### src/rtl/stack_pkg.sv
package stack_pkg;

   typedef enum logic [1:0] {
      OP_IDLE = 2'd0,
      OP_PUSH = 2'd1,
      OP_POP  = 2'd2,
      OP_SWAP = 2'd3
   } stack_op_e;

   function automatic stack_op_e decode_op(input logic push, input logic pop);
      unique case ({pop, push})
         2'b01:   return OP_PUSH;
         2'b10:   return OP_POP;
         2'b11:   return OP_SWAP;
         default: return OP_IDLE;
      endcase
   endfunction

endpackage

### src/rtl/stack_ctrl.sv
module stack_ctrl
   import stack_pkg::*;
#(
   parameter int DEPTH = 33,
   localparam int CNT_W = $clog2(DEPTH + 1),
   localparam int IDX_W = (DEPTH > 1) ? $clog2(DEPTH) : 1
) (
   input  logic             clk,
   input  logic             rst_n,
   input  stack_op_e        op,
   output logic [CNT_W-1:0] fill,
   output logic             full,
   output logic             empty,
   output logic             wr_en,
   output logic [IDX_W-1:0] wr_idx,
   output logic [IDX_W-1:0] rd_idx,
   output logic             ovf,
   output logic             unf
);

   localparam logic [CNT_W-1:0] FULL_C = CNT_W'(DEPTH);
   localparam logic [CNT_W-1:0] ONE_C  = CNT_W'(1);

   assign full   = (fill == FULL_C);
   assign empty  = (fill == '0);
   assign rd_idx = IDX_W'(fill - ONE_C);

   always_comb begin
      wr_en  = 1'b0;
      wr_idx = IDX_W'(fill);
      unique case (op)
         OP_PUSH: wr_en = !full;
         OP_SWAP: begin
            wr_en  = !empty;
            wr_idx = rd_idx;
         end
         default: wr_en = 1'b0;
      endcase
   end

   always_ff @(posedge clk or negedge rst_n) begin
      if (!rst_n) begin
         fill <= '0;
         ovf  <= 1'b0;
         unf  <= 1'b0;
      end else begin
         unique case (op)
            OP_PUSH: begin
               if (full) ovf <= 1'b1;
               else      fill <= fill + ONE_C;
            end
            OP_POP: begin
               if (empty) unf <= 1'b1;
               else       fill <= fill - ONE_C;
            end
            OP_SWAP: begin
               if (empty) unf <= 1'b1;
            end
            default: ;
         endcase
      end
   end

   // push into a non-full stack raises the count by one
   a_r2_push_count: assert property (@(posedge clk) disable iff (!rst_n)
      (op == OP_PUSH && !full) |=> (fill == $past(fill) + ONE_C));
   // refused push keeps the stack full and records overflow
   a_r3_no_overflow: assert property (@(posedge clk) disable iff (!rst_n)
      (op == OP_PUSH && full) |=> (ovf && fill == FULL_C));
   // overflow flag is sticky
   a_r3_ovf_sticky: assert property (@(posedge clk) disable iff (!rst_n)
      ovf |=> ovf);
   // pop from a non-empty stack lowers the count by one
   a_r4_pop_count: assert property (@(posedge clk) disable iff (!rst_n)
      (op == OP_POP && !empty) |=> (fill == $past(fill) - ONE_C));
   // underflow flag is sticky
   a_r5_unf_sticky: assert property (@(posedge clk) disable iff (!rst_n)
      unf |=> unf);
   // combined request on an empty stack leaves it empty
   a_r7_swap_empty: assert property (@(posedge clk) disable iff (!rst_n)
      (op == OP_SWAP && empty) |=> (unf && fill == '0));
   // count never exceeds the depth
   a_r11_bound: assert property (@(posedge clk) disable iff (!rst_n)
      fill <= FULL_C);

endmodule

### src/rtl/stack_store.sv
module stack_store #(
   parameter int DATA_W = 16,
   parameter int DEPTH  = 33,
   localparam int IDX_W = (DEPTH > 1) ? $clog2(DEPTH) : 1
) (
   input  logic              clk,
   input  logic              wr_en,
   input  logic [IDX_W-1:0]  wr_idx,
   input  logic [DATA_W-1:0] wr_data,
   input  logic              rd_valid,
   input  logic [IDX_W-1:0]  rd_idx,
   output logic [DATA_W-1:0] rd_data
);

   logic [DATA_W-1:0] cells [DEPTH];

   for (genvar g = 0; g < DEPTH; g++) begin : g_cell
      always_ff @(posedge clk) begin
         if (wr_en && wr_idx == IDX_W'(g)) cells[g] <= wr_data;
      end
   end

   assign rd_data = rd_valid ? cells[rd_idx] : '0;

endmodule

### src/rtl/level_mon.sv
module level_mon #(
   parameter int CNT_W     = 6,
   parameter int LOW_MARK  = 3,
   parameter int HIGH_MARK = 28
) (
   input  logic             clk,
   input  logic             rst_n,
   input  logic [CNT_W-1:0] fill,
   input  logic             enable,
   output logic             irq
);

   localparam logic [CNT_W-1:0] LOW_C  = CNT_W'(LOW_MARK);
   localparam logic [CNT_W-1:0] HIGH_C = CNT_W'(HIGH_MARK);

   logic below_low, above_high;

   assign below_low  = (fill < LOW_C);
   assign above_high = (fill > HIGH_C);
   assign irq        = enable & (below_low | above_high);

   // no request while disabled
   a_r10_gated: assert property (@(posedge clk) disable iff (!rst_n)
      !enable |-> !irq);
   // no request inside the band
   a_r10_band: assert property (@(posedge clk) disable iff (!rst_n)
      (fill >= LOW_C && fill <= HIGH_C) |-> !irq);

endmodule

### src/rtl/lifo_level_stack.sv
module lifo_level_stack
   import stack_pkg::*;
#(
   parameter int DATA_W    = 16,
   parameter int DEPTH     = 33,
   parameter int LOW_MARK  = 3,
   parameter int HIGH_MARK = 28,
   localparam int CNT_W = $clog2(DEPTH + 1),
   localparam int IDX_W = (DEPTH > 1) ? $clog2(DEPTH) : 1
) (
   input  logic              clk,
   input  logic              rst_n,
   input  logic              push_i,
   input  logic              pop_i,
   input  logic [DATA_W-1:0] push_data_i,
   input  logic              irq_enable_i,
   output logic [DATA_W-1:0] top_data_o,
   output logic [CNT_W-1:0]  fill_o,
   output logic              full_o,
   output logic              empty_o,
   output logic              overflow_o,
   output logic              underflow_o,
   output logic              level_irq_o
);

   if (DATA_W < 1)               $error("DATA_W must be at least 1");
   if (DEPTH < 2)                $error("DEPTH must be at least 2");
   if (LOW_MARK < 0)             $error("LOW_MARK must not be negative");
   if (HIGH_MARK < LOW_MARK)     $error("HIGH_MARK must not be below LOW_MARK");
   if (HIGH_MARK >= DEPTH)       $error("HIGH_MARK must be below DEPTH");

   stack_op_e        op;
   logic             wr_en;
   logic [IDX_W-1:0] wr_idx, rd_idx;

   assign op = decode_op(push_i, pop_i);

   stack_ctrl #(.DEPTH(DEPTH)) u_ctrl (
      .clk    (clk),
      .rst_n  (rst_n),
      .op     (op),
      .fill   (fill_o),
      .full   (full_o),
      .empty  (empty_o),
      .wr_en  (wr_en),
      .wr_idx (wr_idx),
      .rd_idx (rd_idx),
      .ovf    (overflow_o),
      .unf    (underflow_o)
   );

   stack_store #(.DATA_W(DATA_W), .DEPTH(DEPTH)) u_store (
      .clk      (clk),
      .wr_en    (wr_en),
      .wr_idx   (wr_idx),
      .wr_data  (push_data_i),
      .rd_valid (!empty_o),
      .rd_idx   (rd_idx),
      .rd_data  (top_data_o)
   );

   level_mon #(.CNT_W(CNT_W), .LOW_MARK(LOW_MARK), .HIGH_MARK(HIGH_MARK)) u_mon (
      .clk    (clk),
      .rst_n  (rst_n),
      .fill   (fill_o),
      .enable (irq_enable_i),
      .irq    (level_irq_o)
   );

   // pushed word becomes the visible top
   a_r2_push_top: assert property (@(posedge clk) disable iff (!rst_n)
      (push_i && !pop_i && !full_o) |=> (top_data_o == $past(push_data_i)));
   // combined request replaces the top and keeps the count
   a_r6_swap: assert property (@(posedge clk) disable iff (!rst_n)
      (push_i && pop_i && !empty_o) |=> ($stable(fill_o) && top_data_o == $past(push_data_i)));
   // empty stack reads as zero
   a_r5_zero_top: assert property (@(posedge clk) disable iff (!rst_n)
      empty_o |-> (top_data_o == '0));
   // enabled request below the low mark
   a_r8_low: assert property (@(posedge clk) disable iff (!rst_n)
      (irq_enable_i && fill_o < CNT_W'(LOW_MARK)) |-> level_irq_o);
   // enabled request above the high mark
   a_r9_high: assert property (@(posedge clk) disable iff (!rst_n)
      (irq_enable_i && fill_o > CNT_W'(HIGH_MARK)) |-> level_irq_o);
   // full and empty never together
   a_r11_excl: assert property (@(posedge clk) disable iff (!rst_n)
      !(full_o && empty_o));

endmodule

### config.mk
export PLATFORM = sky130hd
export DESIGN_NAME = lifo_level_stack
export DESIGN_NICKNAME = d
export VERILOG_FILES = /design/src/rtl/stack_pkg.sv /design/src/rtl/stack_ctrl.sv /design/src/rtl/stack_store.sv /design/src/rtl/level_mon.sv /design/src/rtl/lifo_level_stack.sv
export SDC_FILE = /design/constraint.sdc
export NUM_CORES = 1
export LEC_CHECK = 0
export ABC_AREA = 1
export BUFFER_PORTS_ARGS = -buffer_cell sky130_fd_sc_hd__buf_2
export CORE_AREA = 2 2 202 253
export DETAILED_ROUTE_END_ITERATION = 8
export DIE_AREA = 0 0 204 255
export PLACE_DENSITY = 0.61
export SLEW_MARGIN = 15
export SYNTH_ARGS = -nofsm -noshare
export SYNTH_HDL_FRONTEND = slang
export SYNTH_SLANG_ARGS = --single-unit
### constraint.sdc
create_clock -name clk -period 7.9 [get_ports clk]
set_input_delay 1.58 -clock clk [delete_from_list [all_inputs] [get_ports clk]]
set_output_delay 1.58 -clock clk [all_outputs]
set_load 0.01 [all_outputs]
# Word level (Yosys, flattened, before mapping)
# Memory sizes are Yosys's and may differ from the RTL's.
# Cells that the tools add are included.
word_totals:
  ff_bits: 8
  ramBits: 528
  output_inout_bits: 27
  wordCells: 294
  mem_count: 1
  input_bits: 21
mem_list:
  columns: ["name", "words", "word_bits", "rd", "rd_ports_with_merged_regs", "write_ports", "line", "rtl"]
  rows:
  - ["u_store.cells", 33, 16, 1, 0, 1, "stack_store.sv:15", "logic [DATA_W-1:0] cells [DEPTH];"]
op_classes:
  magnitude_cmp: 2
  n_mux: 169
  bitwise: 2
  n_addsub: 2
  n_reduce_logical: 74
  n_eq_ne: 41
op_table:
  columns: ["operator", "n"]
  rows:
  - ["16-bit 2-to-1 mux", 33]
  - ["16-bit OR reduction", 32]
  - ["6-bit 2-to-1 mux", 35]
  - ["1-bit 2-to-1 mux", 98]
  - ["6-bit by 5-bit equality test with 1-bit output, second input constant", 16]
  - ["6-bit by 4-bit equality test with 1-bit output, second input constant", 8]
  - ["1-bit logical AND", 33]
  - ["6-bit by 3-bit equality test with 1-bit output, second input constant", 4]
  - ["6-bit by 2-bit equality test with 1-bit output, second input constant", 2]
  - ["6-bit equality test, second input constant", 2]
  - ["6-bit logical NOT", 2]
  - ["6-bit case mux with 2 select lines", 1]
  - ["2-bit equality test, second input constant", 4]
  - ["6-bit by 1-bit adder with 6-bit output, second input constant", 1]
  - ["6-bit by 1-bit equality test with 1-bit output, second input constant", 1]
  - ["6-bit by 5-bit > comparator with 1-bit output, second input constant", 1]
  - ["6-bit by 2-bit less-than comparator with 1-bit output, second input constant", 1]
  - ["2-bit case mux with 3 select lines", 1]
  - ["6-bit by 1-bit subtractor with 6-bit output, second input constant", 1]
  - ["2-bit by 1-bit equality test with 1-bit output, second input constant", 2]
  - ["2-bit inequality test, second input constant", 2]
  - ["2-bit AND reduction", 2]
  - ["3-bit AND reduction", 1]
  - ["1-bit logical NOT", 2]
  - ["5 further kinds", 5]

# Depth between registers and ports, before layout
depth:
  word_depth: 41
  mapped_depth: 16
  mapped_depth_nobuf: 12

# Hierarchy
# A second synthesis with hierarchy kept.
unflattened:
  hier_cells: 2232
  area_unflattened_um2: 23254.8
modules_own_cells:
  columns: ["module", "area_per_inst_um2", "cells_per_inst", "n_inst"]
  rows:
  - ["stack_store", 22445.3, 2115, 1]
  - ["stack_ctrl", 740.7, 100, 1]
  - ["level_mon", 57.6, 14, 1]
  - ["lifo_level_stack", 11.3, 3, 1]

# Worst setup path after synthesis
# OpenSTA, ideal clock, no wires.
synth_timing:
  path_type: "input port to flip-flop"
  startpoint: "input port push_i"
  endpoint: "memory u_store.cells[32][0] (enable)"
  path_buffers: 0
  arrival_ns: 3.658
  required_ns: 7.491
  path_slack_ns: 3.833
  cell_stages: 5
  cell_sequence: "ha_1 > inv_1 > o21ai_1 > nand2_1 > nor3_1"
synth_between:
  elab_chain_cells: 41
synth_lines:
  columns: ["element", "line", "rtl"]
  rows:
  - ["start, declared", "lifo_level_stack.sv:13", "input logic push_i,"]
  - ["2-bit equality test / 2-bit by 1-bit equality test with 1-bit output (equally long branches)", "stack_pkg.sv:11", "unique case ({pop, push})"]
  - ["2-bit case mux with 3 select lines (*)", "stack_pkg.sv:11", null]
  - ["2-bit equality test", "stack_ctrl.sv:31", "unique case (op)"]
  - ["6-bit 2-to-1 mux", "stack_ctrl.sv:31", null]
  - ["6-bit by 1-bit equality test with 1-bit output", "stack_store.sv:19", "if (wr_en && wr_idx == IDX_W'(g)) cells[g] <= wr_data;"]
  - ["1-bit logical AND", "stack_store.sv:19", null]
  - ["1-bit 2-to-1 mux", "stack_store.sv:19", null]
  - ["1-bit 2-to-1 mux (implied by the code)", "stack_store.sv:19", null]
  - ["16-bit OR reduction (no line)", null, null]
  - ["6-bit 2-to-1 mux (no line) / 1-bit 2-to-1 mux (equally long branches) (32 in a row)", null, null]
  - ["end, declared", "stack_store.sv:15", null]
# Every way passes the cells marked *; elsewhere a longest branch is shown, timed or not.

# Worst setup path after layout
layout_timing:
  startpoint: "register u_ctrl.fill[0]"
  endpoint: "output port top_data_o[3]"
layout_between:
  elab_chain_cells: 3
layout_lines:
  columns: ["element", "line", "rtl"]
  rows:
  - ["start, declared", "stack_ctrl.sv:11", "output logic [CNT_W-1:0] fill,"]
  - ["start signal, assigned", "stack_ctrl.sv:50", "else fill <= fill + ONE_C;"]
  - ["start signal, assigned", "stack_ctrl.sv:54", "else fill <= fill - ONE_C;"]
  - ["6-bit by 1-bit subtractor with 6-bit output", "stack_ctrl.sv:26", "assign rd_idx = IDX_W'(fill - ONE_C);"]
  - ["memory 33 x 16 bit", null, null]
  - ["16-bit 2-to-1 mux (*)", "stack_store.sv:23", "assign rd_data = rd_valid ? cells[rd_idx] : '0;"]
  - ["end, declared", "lifo_level_stack.sv:17", "output logic [DATA_W-1:0] top_data_o,"]
# Marks and branches as above.

==> results.sh <==
export IMPL_outcome="finished clean"
export IMPL_placeableCoreArea_mm2=0.0500
export IMPL_setup_viol=0
export IMPL_grt_pass1_vias=14300
export IMPL_synthDominantCellAreaShare_pct=71.6
export IMPL_ys_dominant_reg_cell="sky130_fd_sc_hd__edfxtp_1"
export IMPL_fin_crit_sh_pct=77.3
export IMPL_synth_area_leader_cell="sky130_fd_sc_hd__edfxtp_1"
export IMPL_power_share_combinational_pct=42.8
export IMPL_maxSlewHeadroom_pct=26.9
export IMPL_worst_margin_pin_slew_ns=1.10
export IMPL_vias_per_cell=5.62
export IMPL_route_vias_total=14800
export IMPL_finalMaxSlewViolations=0
export IMPL_power_leakage_nw=8.86
export IMPL_n_antenna_cell=0
export IMPL_cts_clk_slew_worst_paths_ns=0.06
export IMPL_postRouteAntennaNets=0
export IMPL_die_footprint_mm2=0.0520
export IMPL_post_layout_nets=1962
export IMPL_synth_async_sr_flop_share_pct=1.49
export IMPL_clk_path_buf_depth=3
export IMPL_syn_to_final_growth_pct=11.3
export IMPL_p_clk_share_pct=23.6
export IMPL_cts_root_buffer_cell="sky130_fd_sc_hd__clkbuf_16"
export IMPL_most_common_layout_cells="sky130_fd_sc_hd__nand2_1, sky130_fd_sc_hd__edfxtp_1, sky130_fd_sc_hd__nand3_1, sky130_fd_sc_hd__inv_1, sky130_fd_sc_hd__clkbuf_16"
export IMPL_synth_avg_cell_area_um2=11.6
export IMPL_worstSetupStartpointType="flip-flop"
export IMPL_crit_reg2reg_capture="u_store.cells[0][2]"
export IMPL_rsz0062_at_grt="false"
export IMPL_grtUsageTotal_pct=23.6
export IMPL_cts_inserted_buffers=52
export IMPL_vdd_drop_max_uv=279
export IMPL_r2r_start="u_ctrl.fill[0]"
export IMPL_fp_row_count=92
export IMPL_grt_first_pass_wirelength_um=90700
export IMPL_hold_path_endpoint="u_ctrl.ovf"
export IMPL_yosys_cell_types_count=32
export IMPL_tritoncts_num_sinks=536
export IMPL_synth_seq_cells=536
export IMPL_die_w_um=204
export IMPL_synth_area_mm2=0.0221
export IMPL_worst_r2r_path_depth=7
export IMPL_timing_final_ws_setup_ns=1.79
export IMPL_holdCritStartpoint="u_ctrl.ovf"
export IMPL_power_report_internal_total_w=0.00564
export IMPL_critical_path_class="flip-flop to primary output"
export IMPL_r2r_setup_slack_ns=3.17
export IMPL_port_buffer_count=47
export IMPL_cts_post_setup_buffers_inserted=0
export IMPL_cp_data_arrival_time_ns=4.53
export IMPL_route_detailed_wl_per_inst_um=23.2
export IMPL_clock_skew_ns=0.0207
export IMPL_drt_pass1_iterations=6
export IMPL_cellPowerDensity_mw_per_mm2=400
export IMPL_placedCellCount=2538
export IMPL_critPathCaptureType="primary output"
export IMPL_total_power_w=0.00984
export IMPL_grt_antenna_before_repair=1
export IMPL_number_of_enable_flip_flop_cells_after_synthesis=528
export IMPL_finalHoldViolCount=0
export IMPL_route_detailed_drc=0
export IMPL_hold_path_depth=2
export IMPL_synth_net_count=1928
export IMPL_setup_tns_ns=0
export IMPL_place_ws_ns=2.50
export IMPL_final_cell_count_no_fill=2631
export IMPL_holdBufCountCts=0
export IMPL_cts_htree_levels=2
export IMPL_initial_core_utilization_pct=44.3
export IMPL_max_cap_violations=0
export IMPL_clk_insertion_delay_late_ns=0.61
export IMPL_wirelength_um=61000
export IMPL_post_synth_main_area_contributors="sky130_fd_sc_hd__edfxtp_1, sky130_fd_sc_hd__nand3_1, sky130_fd_sc_hd__nand2_1"
export IMPL_utilization_pct=49.3
export IMPL_seq_power_share_pct=33.6
export IMPL_worstHoldPathType="flip-flop to flip-flop"
export IMPL_share_of_layout_cells_above_drive_strength_1_pct=9.38
export IMPL_leading_cell_type_in_the_layout_fill_and_taps_excluded="sky130_fd_sc_hd__nand2_1"
export IMPL_drt_iter0_drc=1570
export IMPL_p_sw_share_pct=42.7
export IMPL_power_switching_w=0.00420
export IMPL_dieHeight_um=255
export IMPL_crit_required_ns=6.32
export IMPL_grt_max_degree=150
export IMPL_worstPathMaxFanout=92
export IMPL_post_cts_resize_count=0
export IMPL_grt_ovfl_total=0
export IMPL_fin_crit_ns=6.11
export IMPL_synth_yosys_seq_area_share_pct=72.6
export IMPL_cts_tree="done"
export IMPL_postSynthCellCount=1900
export IMPL_estimated_wirelength_of_the_detail_placed_design_um=33900
export IMPL_design_portCount=48
export IMPL_fmax_ghz=0.164
export IMPL_gp_congestion=0.853
export IMPL_yosysWarnings=0
[synthesized netlist by cell type (all sizes together), types with 2 or more instances]
library cell  count
a21oi             3
buf              72
clkbuf           41
dfrtp             8
edfxtp          528
ha                7
inv              69
nand2           582
nand3           495
nand4             2
nor2             49
nor3              2
o21ai            34
xor2              4
[worst max-delay path: stages (launching register included)]
cell and delay (ns):
sky130_fd_sc_hd__dfrtp_4 0.76, sky130_fd_sc_hd__buf_4 0.81, sky130_fd_sc_hd__buf_4 0.97, sky130_fd_sc_hd__nand2_1 0.13, sky130_fd_sc_hd__nand3_1 0.14, sky130_fd_sc_hd__nand3_1 0.12, sky130_fd_sc_hd__nand3_1 0.12, sky130_fd_sc_hd__nand3_1 0.25
sky130_fd_sc_hd__nand3_1 0.19, sky130_fd_sc_hd__nand2_1 0.09, sky130_fd_sc_hd__inv_1 0.06, sky130_fd_sc_hd__buf_2 0.12
[worst max path at each step]
stage | start | endpoint | slack, ns
2_1_floorplan | push_i | u_store.cells[32][0] | 3.83
6_report | u_ctrl.fill[0] | top_data_o[3] | 1.79
5_1_grt | u_ctrl.fill[0] | top_data_o[2] | 1.53
3_5_place_dp | u_ctrl.fill[0] | top_data_o[1] | 2.50
3_3_place_gp | u_ctrl.fill[0] | top_data_o[1] | 2.47
4_1_cts | u_ctrl.fill[0] | top_data_o[1] | 1.82
[routing by layer]
metal	track usage, %	vias up	share of wire, %
li1	-	6732	-
met1	30.9	7288	40
met2	38.4	629	47
met3	4.21	148	7.6
met4	10.8	0	4.7
met5	0	-	0
[layout make-up]
cell class | instances | area (um^2)
sequential | 536 | 16100
timing repair buffer | 93 | 593
multi-input combinational | 1182 | 5340
clock buffer | 65 | 1350
inverter | 69 | 273
fill | 4461 | 25300
tap | 658 | 823
clock inverter | 28 | 204
[power groups by stage]
stage | Combinational (W) | Sequential, W | Clock [W]
finish | 0.00421 | 0.00331 | 0.00232
CTS | 0.00420 | 0.00331 | 0.00235
floorplan | 0.00271 | 0.00332 | 0
detailed placement | 0.00418 | 0.00337 | 0
global placement | 0.00417 | 0.00337 | 0
global route | 0.00460 | 0.00332 | 0.00245
[state kept, by name, indices dropped and copies added, names as in the netlist]
| register | flops |
|---|---|
| u_ctrl.fill | 6 |
| u_ctrl.ovf | 1 |
| u_ctrl.unf | 1 |
| u_store.cells | 528 |
[cell families (layout without fill, tap and decap cells)]
family | count (synthesis) | count (layout) | synth area share, %
flops | 536 | 536 | 72.6
simple gates | 1131 | 1131 | 22.3
compound gates | 39 | 39 | 1.01
fa+ha+maj | 7 | 7 | 0.396
buf+inv | 182 | 255 | 3.52
xor+xnor | 5 | 5 | 0.232
[metrics by stage]
stage	area (um^2)	hold slack, ns
3_5_place_dp	23100	0.452
2_1_floorplan	22100	0.500
3_3_place_gp	23100	0.447
6_report	24600	0.460
5_1_grt	24600	0.503
4_1_cts	24600	0.468
(Power assumes the default switching activity.)
